File: config.mk
export PLATFORM = sky130hd
export DESIGN_NAME = cfe_engine
export DESIGN_NICKNAME = d
export VERILOG_FILES = /design/src/rtl/cfe_pkg.sv /design/src/rtl/cfe_win_check.sv /design/src/rtl/cfe_byte_packer.sv /design/src/rtl/cfe_byte_unpacker.sv /design/src/rtl/cfe_regfile.sv /design/src/rtl/cfe_engine.sv
export SDC_FILE = /design/constraint.sdc
export NUM_CORES = 1
export LEC_CHECK = 0
export BUFFER_PORTS_ARGS = -buffer_cell sky130_fd_sc_hd__buf_2
export CAP_MARGIN = 40
export CORE_MARGIN = 3
export CORE_UTILIZATION = 55
export DETAILED_ROUTE_END_ITERATION = 7
export PLACE_DENSITY = 0.82
export SETUP_SLACK_MARGIN = 0.5
export SLEW_MARGIN = 20
export SYNTH_ARGS = -nofsm -noshare
export SYNTH_HDL_FRONTEND = slang
export SYNTH_HIERARCHICAL = 1
export SYNTH_SLANG_ARGS = --single-unit
File: constraint.sdc
create_clock -name clk -period 3.9 [get_ports clk]
set_clock_uncertainty 0.2 [all_clocks]
set_input_delay 0.585 -clock clk [delete_from_list [all_inputs] [get_ports clk]]
set_output_delay 0.585 -clock clk [all_outputs]
set_load 0.03 [all_outputs]
File: src/rtl/cfe_pkg.sv
package cfe_pkg;
  localparam logic [7:0]  OP_NULL = 8'h00;
  localparam logic [7:0]  OP_RD   = 8'h01;
  localparam logic [7:0]  OP_SRD  = 8'h02;
  localparam logic [7:0]  OP_WR   = 8'h10;
  localparam logic [7:0]  OP_SWR  = 8'h20;
  localparam logic [7:0]  OP_ICLR = 8'h40;

  localparam logic [23:0] SUB_NULL  = 24'h000000;
  localparam logic [23:0] SUB_RESET = 24'h000001;
  localparam logic [23:0] SUB_VER   = 24'h000002;

  localparam logic [31:0] ST_OK   = 32'h0000_0055;
  localparam logic [31:0] ST_ERR  = 32'h0000_00FF;
  localparam logic [31:0] BASE    = 32'hBF00_0000;

  localparam int NWIN = 5;
  localparam logic [NWIN-1:0][31:0] WLO = {32'hBF88_6000, 32'hBF88_1000, 32'hBF80_9000,
                                           32'hBF80_5800, 32'hBF80_5200};
  localparam logic [NWIN-1:0][31:0] WHI = {32'hBF88_61FF, 32'hBF88_1FFF, 32'hBF80_91FF,
                                           32'hBF80_5BFF, 32'hBF80_53FF};

  typedef enum logic [2:0] {S_CMD, S_PAY, S_EXEC, S_STAT, S_DATA} fsm_e;
endpackage

File: src/rtl/cfe_win_check.sv
module cfe_win_check
  import cfe_pkg::*;
(
  input  logic [31:0] addr,
  output logic        hit
);
  logic [NWIN-1:0] in_w;
  for (genvar i = 0; i < NWIN; i++) begin : g_win
    assign in_w[i] = (addr >= WLO[i]) && (addr <= WHI[i]);
  end
  assign hit = |in_w;
endmodule

File: src/rtl/cfe_byte_packer.sv
module cfe_byte_packer #(
  parameter int BYTES = 4
) (
  input  logic               clk,
  input  logic               rst_n,
  input  logic               en,
  input  logic               flush,
  input  logic               in_valid,
  input  logic [7:0]         in_byte,
  output logic               in_ready,
  output logic [BYTES*8-1:0] word,
  output logic               done
);
  localparam int CW = (BYTES > 1) ? $clog2(BYTES) : 1;
  logic [CW-1:0] cnt;

  assign in_ready = en & ~done;

  always_ff @(posedge clk) begin
    if (!rst_n) begin
      cnt  <= '0;
      done <= 1'b0;
      word <= '0;
    end else begin
      done <= 1'b0;
      if (flush) begin
        cnt <= '0;
      end else if (in_valid && in_ready) begin
        word[8*int'(cnt) +: 8] <= in_byte;
        if (cnt == CW'(BYTES-1)) begin
          cnt  <= '0;
          done <= 1'b1;
        end else begin
          cnt <= cnt + 1'b1;
        end
      end
    end
  end
endmodule

File: src/rtl/cfe_byte_unpacker.sv
module cfe_byte_unpacker #(
  parameter int BYTES = 4
) (
  input  logic               clk,
  input  logic               rst_n,
  input  logic               load,
  input  logic [BYTES*8-1:0] word,
  output logic               out_valid,
  input  logic               out_ready,
  output logic [7:0]         out_byte,
  output logic               last
);
  localparam int CW = (BYTES > 1) ? $clog2(BYTES) : 1;
  logic [BYTES*8-1:0] shreg;
  logic [CW-1:0]      cnt;
  logic               busy;

  assign out_valid = busy;
  assign out_byte  = shreg[7:0];
  assign last      = busy && out_ready && (cnt == CW'(BYTES-1));

  always_ff @(posedge clk) begin
    if (!rst_n) begin
      shreg <= '0;
      cnt   <= '0;
      busy  <= 1'b0;
    end else if (load) begin
      shreg <= word;
      cnt   <= '0;
      busy  <= 1'b1;
    end else if (busy && out_ready) begin
      shreg <= shreg >> 8;
      if (cnt == CW'(BYTES-1)) begin
        cnt  <= '0;
        busy <= 1'b0;
      end else begin
        cnt <= cnt + 1'b1;
      end
    end
  end
endmodule

File: src/rtl/cfe_regfile.sv
module cfe_regfile #(
  parameter int NREG = 16,
  parameter int DW   = 32,
  localparam int IW  = (NREG > 1) ? $clog2(NREG) : 1
) (
  input  logic          clk,
  input  logic          rst_n,
  input  logic          clr,
  input  logic          we,
  input  logic [IW-1:0] idx,
  input  logic [DW-1:0] wdata,
  output logic [DW-1:0] rdata
);
  logic [DW-1:0] mem [NREG];

  assign rdata = mem[idx];

  always_ff @(posedge clk) begin
    if (!rst_n || clr) begin
      for (int i = 0; i < NREG; i++) mem[i] <= '0;
    end else if (we) begin
      mem[idx] <= wdata;
    end
  end
endmodule

File: src/rtl/cfe_engine.sv
module cfe_engine
  import cfe_pkg::*;
#(
  parameter int          NREG      = 16,
  parameter logic [7:0]  VER_MAJOR = 8'd1,
  parameter logic [7:0]  VER_MINOR = 8'd0
) (
  input  logic       clk,
  input  logic       rst_n,
  input  logic       in_valid,
  output logic       in_ready,
  input  logic [7:0] in_byte,
  output logic       out_valid,
  input  logic       out_ready,
  output logic [7:0] out_byte,
  output logic       cmd_rdy
);
  localparam int IW = (NREG > 1) ? $clog2(NREG) : 1;

  fsm_e        state;
  logic [31:0] cmd_q, pay_q, resp_q;
  logic        rdy_q;

  logic        pk_en, pk_done, pk_flush;
  logic [31:0] pk_word;
  logic        up_load, up_last;
  logic [31:0] up_word;

  logic [31:0] full_addr;
  logic        hit;
  logic [31:0] rdata;

  logic [7:0]  op;
  logic [23:0] sub;
  logic [31:0] sts, dat;
  logic        do_wr, do_clr, no_resp;

  assign pk_en    = (state == S_CMD) || (state == S_PAY);
  assign pk_flush = (state == S_EXEC) && no_resp;

  cfe_byte_packer #(.BYTES(4)) u_pack (
    .clk(clk), .rst_n(rst_n), .en(pk_en), .flush(pk_flush),
    .in_valid(in_valid), .in_byte(in_byte), .in_ready(in_ready),
    .word(pk_word), .done(pk_done)
  );

  assign full_addr = BASE | {8'h00, cmd_q[23:0]};

  cfe_win_check u_win (.addr(full_addr), .hit(hit));

  cfe_regfile #(.NREG(NREG), .DW(32)) u_regs (
    .clk(clk), .rst_n(rst_n),
    .clr((state == S_EXEC) && do_clr),
    .we((state == S_EXEC) && do_wr),
    .idx(full_addr[2 +: IW]), .wdata(pay_q), .rdata(rdata)
  );

  assign op  = cmd_q[31:24];
  assign sub = cmd_q[23:0];

  always_comb begin
    sts     = ST_ERR;
    dat     = '0;
    do_wr   = 1'b0;
    do_clr  = 1'b0;
    no_resp = 1'b0;
    unique case (op)
      OP_RD: if (hit) begin
        sts = ST_OK;
        dat = rdata;
      end
      OP_WR: if (hit) begin
        sts   = ST_OK;
        do_wr = 1'b1;
      end
      OP_SRD: if (sub == SUB_VER) begin
        sts = ST_OK;
        dat = {16'h0000, VER_MAJOR, VER_MINOR};
      end
      OP_SWR: begin
        if (sub == SUB_NULL) begin
          no_resp = 1'b1;
        end else if (sub == SUB_RESET) begin
          sts    = ST_OK;
          do_clr = 1'b1;
        end
      end
      OP_ICLR: sts = ST_OK;
      default: sts = ST_ERR;
    endcase
  end

  assign up_load = ((state == S_EXEC) && !no_resp) || ((state == S_STAT) && up_last);
  assign up_word = (state == S_EXEC) ? sts : resp_q;

  cfe_byte_unpacker #(.BYTES(4)) u_unpack (
    .clk(clk), .rst_n(rst_n), .load(up_load), .word(up_word),
    .out_valid(out_valid), .out_ready(out_ready), .out_byte(out_byte),
    .last(up_last)
  );

  assign cmd_rdy = rdy_q;

  always_ff @(posedge clk) begin
    if (!rst_n) begin
      state  <= S_CMD;
      cmd_q  <= '0;
      pay_q  <= '0;
      resp_q <= '0;
      rdy_q  <= 1'b0;
    end else begin
      unique case (state)
        S_CMD: if (pk_done) begin
          cmd_q <= pk_word;
          if (pk_word[31:24] == OP_NULL) state <= S_CMD;
          else if (pk_word[31:24] == OP_WR || pk_word[31:24] == OP_SWR) state <= S_PAY;
          else state <= S_EXEC;
        end
        S_PAY: if (pk_done) begin
          pay_q <= pk_word;
          state <= S_EXEC;
        end
        S_EXEC: begin
          if (no_resp) begin
            state <= S_CMD;
          end else begin
            resp_q <= dat;
            rdy_q  <= 1'b1;
            state  <= S_STAT;
          end
        end
        S_STAT: if (up_last) begin
          rdy_q <= 1'b0;
          state <= S_DATA;
        end
        S_DATA: if (up_last) state <= S_CMD;
        default: state <= S_CMD;
      endcase
    end
  end
endmodule

==> qor_table.md <==
| Quantity | Reported |
| --- | --- |
| Antenna violation net count after detailed routing | 0 |
| Logic depth of the worst register-to-register path | 12 |
| Effective utilization at floorplan | 0.559 |
| Final sum of negative setup slack | 0 ps |
| Start point of the worst min-delay path | in_byte[5] |
| Number of enable-type register cells in the synthesized netlist | 512 |
| Slew at the pin closest to its max-slew limit | 1030 ps |
| Residual DRC | 0 |
| CP Cell Sequence | nor4b_4, o21ai_2, a2111oi_4, and3_4, nand2_1, nor3b_4, buf_4, nand4b_1, buf_12, o21ai_4, buf_12, buf_12 |
| Die boundary height | 238 um |
| Type of the worst setup path | reg -> reg |
| # port buffers | 22 |
| First-pass GRT wire length | 111 mm |
| Horizontal die dimension | 238 um |
| Placed insts | 2954 |
| Kind of start point of the critical path | register |
| Cell Area, Synth | 29500 um2 |
| Max Cap Viol | 0 |
| Hold Path Depth | 3 |
| Total number of vias | 19.5k |
| Final Wtd Congestion | 0.834 |
| Final count of hold timing violations | 0 |
| Gate count of the mapped netlist | 2338 |
| Area added between synthesis and finish | 12.5% |
| Highest clock frequency the design can meet | 303 MHz |
| Maximum number of buffers from clock root to sink | 3 |
| Time the worst path needs with I/O delays and setup | 3300 ps |
| Destination of the worst register-to-register timing path | u_regs/mem[1][21] |
| CTS Buf Count | 70 |
| Endpoint with the worst hold slack | u_pack/word[21] |
| Unique masters post-synth | 70 |
| Leakage | 10.6 nW |
| Insertion delay to the later sink of the worst-skew pair | 590 ps |
| Number of sinks handled by clock tree synthesis | 682 |
| R2r startpoint | cmd_q[10] |
| Area share of the largest cell type after synthesis | 0.521 |
| Crit path arrival time | 3400 ps |
| Worst reg2reg setup slack | 600 ps |
| Async SR Flop Fraction | 0 |
| Number of storage elements in the synthesis netlist | 682 |
| Top-level I/O count | 23 |
| Cell type contributing the most total cell area after synthesis | edfxtp_1 |
| Multi-input combinational cell area | 10000 um2 |
| IR Drop Worst-Case VDD | 0.327 mV |
| Count of fill cells added during filler insertion | 3666 |
| Clock-pin slew of the registers on the worst-case setup and hold paths | 60 ps |
| Critical-path maximum fanout | 15 |
| TritonCTS clock tree | built |
| Count of antenna diodes in the layout | 0 |
| Die Outline Area | 56400 um2 |
| Cell with the largest stage delay on the worst path | a2111oi_4 |
| Yosys warning total | 6 |
| Number of levels in the clock H-tree | 3 |
| Core area | 52800 um2 |
| Hold buffer count at CTS | 0 |
| Leading register cell type out of synthesis | edfxtp_1 |
| Required @ worst endpoint | 3990 ps |
| Slew Viols, Final | 0 |
| Worst relative slew slack | 0.314 |
| CP peak stage delay | 420 ps |
| Synthesized area per cell | 12.6 um2 |
| Maximum number of pins on one net before global-route repair | 116 |
| Main area contributors after synthesis | edfxtp_1, dfxtp_1, mux4_2 |
| Total half-perimeter wirelength after legalization and detailed placement | 43.9 mm |
| RSZ-0062 raised after global routing | false |
| Count of endpoints failing setup in the final report | 0 |
| Initial antenna violation count | 0 |
| Average wire length per cell after detail routing | 24.1 um |
| Total Wirelength | 74.5 mm |
| Final net count | 2368 |
| Run status | finished, final reports clean |
| Sum of overflow across all layers after global routing | 0 |
| Worst min-delay path category | in -> reg |
| Initial DRT Pass Iterations | 6 |
| Via-to-Cell Ratio | 6.29 |
| Share of final-layout standard cells stronger than drive strength 1 | 0.167 |
| Critical path's most frequent cell | buf_12 |
| Area taken by flip-flops and latches | 18800 um2 |
| Pwr dens | 460 nW/um2 |
| Root buf cell | clkbuf_16 |
| Row cnt | 84 |
| Vias in the first global route | 19.4k |
| Sequential element share of the synthesized area | 0.637 |
| Element type at the critical path end | register |
| Final cell count without fillers | 3091 |
| DR iter-0 viols | 2218 |
| GRT Total Usage | 0.260 |
| Post-route fraction of the period consumed by the critical path | 0.847 |
| Worst Setup SP | cmd_q[10] |
==> stage by stage <==
| stage | utilization | instance area [um2] | setup WS (ps) | power, mW | hold slack, ps |
|---|---|---|---|---|---|
| final | 0.629 | 33200 | 597 | 15.3 | 101 |
| after global routing | 0.629 | 33200 | 488 | 15.6 | 104 |
| after CTS | 0.625 | 33000 | 524 | 15.3 | 69.9 |
| after detailed placement | 0.582 | 30700 | 260 | 8.76 | 253 |
| after global placement | 0.580 | 30600 | 354 | 8.72 | 248 |
| after floorplan | - | 29700 | 358 | 8.53 | 234 |
==> state kept, by name (all words and copies together), names as in the netlist, 3 cells and up <==
name and count:
resp_q 32, cmd_q 32, u_unpack/shreg 32, u_regs/mem 512, state 3, pay_q 32
u_pack/word 32
==> layout by cell type (no fill, tap or decap), drive strengths merged, types with 10 or more instances in the layout <==
master	count
nor2	527
edfxtp	512
nand2	350
dfxtp	170
mux4	128
buf	106
clkbuf	98
a21boi	75
a22oi	64
mux2i	57
nand3	46
o21ai	42
a21oi	34
a22o	31
and2	29
clkinv	22
conb	10
==> how the worst max path moves through the flow <==
| stage | endpoint | slack, ps | depth (start not counted) |
|---|---|---|---|
| finish | u_regs/mem[1][21] | 600 | 12 |
| global route | u_regs/mem[1][21] | 490 | 13 |
| CTS | u_regs/mem[9][20] | 520 | 11 |
| detailed placement | u_regs/mem[14][24] | 260 | 11 |
| global placement | u_regs/mem[0][6] | 350 | 10 |
| floorplan | u_regs/mem[3][0] | 360 | 9 |
==> report_power, final <==
group	internal (mW)	switching (mW)
sequential	8.04	0.0862
clock	3.92	2.71
combinational	0.200	0.299
==> layer usage <==
layer | share of wire | GRT usage | routed length [um]
met3 | 0.13 | 0.0872 | 9650
met5 | 0 | 0 | 0
met4 | 0.030 | 0.0898 | 2240
met2 | 0.48 | 0.419 | 36100
met1 | 0.36 | 0.334 | 26600
==> what timing repair did <==
action / 4_1_cts / 5_1_grt
endpoints found under the setup margin: 704 / 710
gates cloned: 0 / 2
hold endpoints to repair: 0 / 0
pin swaps: 1 / 6
setup buffers: 4 / 3
resized for setup: 6 / 12
==> logic make-up (layout without fill, tap and decap cells) <==
kind of cell             after synthesis  after routing  synth area share
flip-flops                           682            682             0.637
XOR/XNOR                               2              2          0.000594
AO/OA/AOI/OAI                        260            260            0.0624
AND/OR/NAND/NOR                     1018           1018             0.146
other                                  2             10          0.000255
adder cells (fa/ha/maj)                7              7           0.00297
buffers and inverters                182            239            0.0341
multiplexers                         185            185             0.117
==> synth_stat cells, types with 10 or more instances <==
library cell and number:
nor2_1 527, edfxtp_1 512, nand2_1 345, dfxtp_1 170, mux4_2 128, clkbuf_1 81, a21boi_0 73, a22oi_1 64
mux2i_1 57, nand3_1 46, buf_2 44, a21oi_1 34, buf_6 29, and2_1 28, o21ai_0 25, a22o_1 21
o21ai_1 17, buf_4 13, a22o_2 10, buf_1 10
==> worst max-delay path: cells and delay by family, from the launching register on <==
kind / cells / cell delay (ps)
and+or+nand+nor: 5 / 1030
buffers and inverters: 4 / 740
AOI/OAI and AO/OA: 3 / 680
DFF: 1 / 360
==> layout make-up <==
type,instances,share of cell area
clock buffer,96,0.0581
tap,688,0.0259
clock inverter,30,0.00973
sequential,682,0.566
multi-input combinational,1482,0.302
timing repair buffer,108,0.0374
inverter,5,0.000566
No activity file was read; power rests on OpenSTA's default activity.
